==> src/rtl/acc_core.sv <==
module acc_core (
  input  logic        clk,
  input  logic        rst_n,
  output logic [14:0] mem_addr,
  output logic        mem_we,
  output logic [7:0]  mem_wdata,
  input  logic [7:0]  mem_rdata,
  output logic [7:0]  dev_num,
  input  logic        dev_ready,
  input  logic [7:0]  dev_rdata,
  output logic        dev_rd,
  output logic [7:0]  dev_wdata,
  output logic        dev_wr,
  output logic        halted,
  output logic        div_err
);
  localparam logic [7:0] OP_LDA = 8'h00, OP_LDX = 8'h04, OP_LDL = 8'h08, OP_STA = 8'h0C,
    OP_STX = 8'h10, OP_STL = 8'h14, OP_ADD = 8'h18, OP_SUB = 8'h1C, OP_MUL = 8'h20,
    OP_DIV = 8'h24, OP_COMP = 8'h28, OP_TIX = 8'h2C, OP_JEQ = 8'h30, OP_JGT = 8'h34,
    OP_JLT = 8'h38, OP_J = 8'h3C, OP_JSUB = 8'h48, OP_RSUB = 8'h4C, OP_LDCH = 8'h50,
    OP_STCH = 8'h54, OP_RD = 8'hD8, OP_WD = 8'hDC, OP_TD = 8'hE0;
  localparam logic [23:0] SW_EQ = 24'd0, SW_LT = 24'd1, SW_GT = 24'd2;

  typedef enum logic [2:0] {S_FETCH, S_DEC, S_LOAD, S_EXEC, S_STORE, S_HALT} state_t;

  state_t      state;
  logic [1:0]  cnt;
  logic [23:0] a, x, l, pc, sw, ir, opnd;

  wire [7:0]  op      = ir[23:16];
  wire [14:0] ea      = ir[14:0] + (ir[15] ? x[14:0] : 15'd0);
  wire [23:0] ea_w    = {9'd0, ea};
  wire        byte_op = (op == OP_LDCH) || (op == OP_TD) || (op == OP_RD) || (op == OP_WD);
  wire [1:0]  last_ld = byte_op ? 2'd1 : 2'd3;
  wire [1:0]  last_st = (op == OP_STCH) ? 2'd0 : 2'd2;
  wire [23:0] x_inc   = x + 24'd1;
  wire [23:0] prod    = a * opnd;
  wire [23:0] quo     = (opnd == 24'd0) ? a : $unsigned($signed(a) / $signed(opnd));

  logic [23:0] st_src;
  always_comb begin
    case (op)
      OP_STX:  st_src = x;
      OP_STL:  st_src = l;
      default: st_src = a;
    endcase
  end

  function automatic logic [23:0] cmp_sw(input logic [23:0] p, input logic [23:0] q);
    if ($signed(p) < $signed(q)) return SW_LT;
    if (p == q) return SW_EQ;
    return SW_GT;
  endfunction

  assign mem_addr  = (state == S_FETCH) ? pc[14:0] + {13'd0, cnt} : ea + {13'd0, cnt};
  assign mem_we    = (state == S_STORE);
  assign mem_wdata = (op == OP_STCH) ? a[7:0] :
                     (cnt == 2'd0) ? st_src[23:16] : (cnt == 2'd1) ? st_src[15:8] : st_src[7:0];
  assign dev_num   = opnd[7:0];
  assign dev_wdata = a[7:0];
  assign dev_rd    = (state == S_EXEC) && (op == OP_RD);
  assign dev_wr    = (state == S_EXEC) && (op == OP_WD);
  assign halted    = (state == S_HALT);

  always_ff @(posedge clk or negedge rst_n) begin
    if (!rst_n) begin
      state <= S_FETCH; cnt <= 2'd0; a <= '0; x <= '0; l <= '0; pc <= '0;
      sw <= SW_EQ; ir <= '0; opnd <= '0; div_err <= 1'b0;
    end else begin
      case (state)
        S_FETCH: begin
          if (cnt != 2'd0) ir <= {ir[15:0], mem_rdata};
          if (cnt == 2'd3) begin
            cnt <= 2'd0; pc <= pc + 24'd3; state <= S_DEC;
          end else cnt <= cnt + 2'd1;
        end
        S_DEC: begin
          state <= S_FETCH;
          case (op)
            OP_J:    pc <= ea_w;
            OP_JEQ:  if (sw == SW_EQ) pc <= ea_w;
            OP_JLT:  if (sw == SW_LT) pc <= ea_w;
            OP_JGT:  if (sw == SW_GT) pc <= ea_w;
            OP_JSUB: begin l <= pc; pc <= ea_w; end
            OP_RSUB: pc <= l;
            OP_STA, OP_STX, OP_STL, OP_STCH: state <= S_STORE;
            OP_LDA, OP_LDX, OP_LDL, OP_ADD, OP_SUB, OP_MUL, OP_DIV, OP_COMP, OP_TIX,
            OP_LDCH, OP_TD, OP_RD, OP_WD: state <= S_LOAD;
            default: state <= S_HALT;
          endcase
        end
        S_LOAD: begin
          if (cnt != 2'd0) opnd <= {opnd[15:0], mem_rdata};
          if (cnt == last_ld) begin
            cnt <= 2'd0; state <= S_EXEC;
          end else cnt <= cnt + 2'd1;
        end
        S_EXEC: begin
          state <= S_FETCH;
          case (op)
            OP_LDA:  a <= opnd;
            OP_LDX:  x <= opnd;
            OP_LDL:  l <= opnd;
            OP_ADD:  a <= a + opnd;
            OP_SUB:  a <= a - opnd;
            OP_MUL:  a <= prod;
            OP_DIV:  begin a <= quo; if (opnd == 24'd0) div_err <= 1'b1; end
            OP_COMP: sw <= cmp_sw(a, opnd);
            OP_TIX:  begin x <= x_inc; sw <= cmp_sw(x_inc, opnd); end
            OP_LDCH: a[7:0] <= opnd[7:0];
            OP_RD:   a[7:0] <= dev_rdata;
            OP_TD:   sw <= dev_ready ? SW_LT : SW_EQ;
            default: ;
          endcase
        end
        S_STORE: begin
          if (cnt == last_st) begin
            cnt <= 2'd0; state <= S_FETCH;
          end else cnt <= cnt + 2'd1;
        end
        default: state <= S_HALT;
      endcase
    end
  end
endmodule

==> config.mk <==
export PLATFORM = sky130hd
export DESIGN_NAME = acc_core
export DESIGN_NICKNAME = d
export VERILOG_FILES = /design/src/rtl/acc_core.sv
export SDC_FILE = /design/constraint.sdc
export NUM_CORES = 2
export LEC_CHECK = 0
export ABC_CLOCK_PERIOD_IN_PS = 69600
export BUFFER_PORTS_ARGS = -buffer_cell sky130_fd_sc_hd__buf_2
export CAP_MARGIN = 20
export CORE_MARGIN = 2
export CORE_UTILIZATION = 55
export CTS_CLUSTER_SIZE = 14
export DETAILED_ROUTE_END_ITERATION = 16
export PLACE_DENSITY = 0.68
export SLEW_MARGIN = 25
export SYNTH_ARGS = -nofsm -noshare
export SYNTH_HDL_FRONTEND = slang
export SYNTH_SLANG_ARGS = --single-unit
==> constraint.sdc <==
create_clock -name clk -period 69.6 [get_ports clk]
set_clock_uncertainty 0.1 [all_clocks]
set_input_delay 13.92 -clock clk [delete_from_list [all_inputs] [get_ports clk]]
set_output_delay 13.92 -clock clk [all_outputs]
set_load 0.02 [all_outputs]
==> reports/results.tsv <==
metric	value	unit
clock_latency	490	ps
synth_edf_count	0	
grt_pass1_vias	38753	
synth_seq_area_share	0.0964	
finalHoldViolCount	0	
synth_area_per_cell	7.62	um^2
critPathMaxStageDelay	910	ps
grt_pass1_wl	236000	um
fp.dieH	272	um
place_congestion	1.03	
cts_resized	0	
slew_headroom	0.292	
cp.arrival	64450	ps
drive_gt1_frac	0.0892	
core	0.0712	mm^2
worst_path_max_delay_cell	nor3_1	
clk_path_buf_depth	2	
io_buffers	62	
first_pass_iters	6	
cts_root_buffer	clkbuf_16	
wl	156000	um
finalCriticalPeriod	64140	ps
place_ws	7160	ps
hold_class	flip-flop to flip-flop	
wire_per_inst	25.6	um
worst-path-max-fanout	30	
path_delay_family	compound AO/OA/AOI/OAI gates	
synth-seq-cells	152	
status	completed	
fin_setup_tns	0	ps
ys_warn_count	0	
criticalPathCategory	flip-flop to flip-flop	
via_per_inst	6.66	
drc_errors	0	
wl_met2	67200	um
slew_violations	0	
grt_max_degree	93	
vias	40484	
top_layer	met5	
synth_top_flop_cell	dfrtp_1	
cts.sinks	152	
final_nets	5826	
met3WireLength	15900	um
ant_nets	0	
synth-async-reset-ratio	1.00	
die_area	0.0739	mm^2
cts_tree	yes	
finalSetupViolations	0	
grtUsageTotal	0.413	
n_fill_cell	6783	
drt_iter0_markers	4545	
maxCapViolations	0	
cpMostUsedCell	ha_1	
rows	98	
area_delta_synth_final	5.09	%
htree_levels	4	
clk_pin_slew	70	ps
antenna_found_initial	5	
io_pins	63	
cp-start-kind	flip-flop	
cts_buffers	17	
tightest_slew	1050	ps
holdBufCountCts	0	
max_freq	15.6	MHz
rsz0062_at_grt	no	
synth_fp_nets	5893	
synth_cells	5179	
period_share	0.922	
syn_area	0.0394	mm^2
floorplan.initialDensity	0.554	
endpoint_kind	flip-flop	
placed_cell_area	0.0408	mm^2
dp_hpwl	119000	um
gr-total-overflow	0	
critical_path_buf_inv_count	17	
postCtsSetupRepairBufs	0	
die_x	272	um
worstPathRequired	69910	ps
synth_cell_types	124	
drt-met1-wl	61300	um
fin_ws	5460	ps
fin_area	0.0414	mm^2
## layer usage
layer | vias up | track usage
met1 | 19331 | 0.532
met3 | 603 | 0.0875
li1 | 18265 | -
met2 | 2277 | 0.637
met4 | 8 | 0.249
met5 | - | 0
## sequential cells by signal, indices dropped and copies added, names as in the netlist
signal,count
ir,24
pc,24
sw,2
x,24
a,24
state,3
l,24
opnd,24
div_err,1
cnt,2
## per-stage QoR
stage / utilization / cells / hold slack, ps
final: 0.582 / 6077 / 397
after global routing: 0.582 / 6075 / 432
after CTS: 0.581 / 6074 / 403
after detailed placement: 0.573 / 6042 / 384
after global placement: 0.573 / 6042 / 365
after floorplan: - / 5179 / 361
## logic make-up (layout without fill, tap and decap cells)
kind of cell	count (synthesis)	in the layout	synth area share
and+or+nand+nor	1734	1734	0.211
AOI/OAI and AO/OA	1431	1431	0.240
adders and majority gates	695	695	0.262
buffers and inverters	648	594	0.0653
xor gates and xnor gates	373	373	0.0828
DFF	152	152	0.0964
muxes	146	146	0.0426
other	0	2	0
## placed cells by master, fill, tap and decap left out, types with 92 or more instances in the layout
cell	instances
nand2_1	561
ha_1	478
nor2_1	467
a21oi_1	397
inv_1	371
o21ai_0	291
xnor2_1	237
fa_1	217
dfrtp_1	152
xor2_1	126
a21o_1	121
nor3_1	118
buf_4	110
and2_1	97
mux2_2	92
## area by class of cell
class / count / area, um^2 / area share
Antenna cell: 2 / 5.00 / 0.000121
Clock buffer: 17 / 425 / 0.0103
Clock inverter: 15 / 158 / 0.00380
Inverter: 389 / 1460 / 0.0353
Multi-Input combinational cell: 4379 / 33200 / 0.802
Sequential cell: 152 / 3800 / 0.0918
Tap cell: 950 / 1190 / 0.0287
Timing Repair Buffer: 173 / 1170 / 0.0282
## synthesized netlist by cell type (52+ instances only)
master,instances,area share
fa_1,217,0.11
clkbuf_1,189,0.018
ha_1,478,0.15
dfrtp_1,152,0.096
a31oi_1,55,0.0087
nand2_1,562,0.053
nor3_1,119,0.015
o21ai_0,291,0.037
inv_1,371,0.035
xnor2_1,247,0.055
nor2_1,469,0.045
a21o_1,121,0.023
nor2b_1,52,0.0082
o21a_1,80,0.015
xor2_1,126,0.028
a21oi_1,400,0.051
mux2_2,92,0.026
nand3_1,90,0.011
and2_1,97,0.015
## path summary, 6_finish.rpt
kind	depth (start not counted)	start	slack (ps)	end
min in group asynchronous	1	rst_n	13290	opnd[21]
worst min-delay path	1	div_err	400	div_err
max in group asynchronous	2	rst_n	54820	ir[13]
worst max-delay path	225	opnd[1]	5460	a[20]
worst min register to register	1	div_err	400	div_err
worst max register to register	225	opnd[1]	5460	a[20]
Power is not shown: default switching activity piles up to over one toggle a cycle in this logic, so the estimate is an artifact.
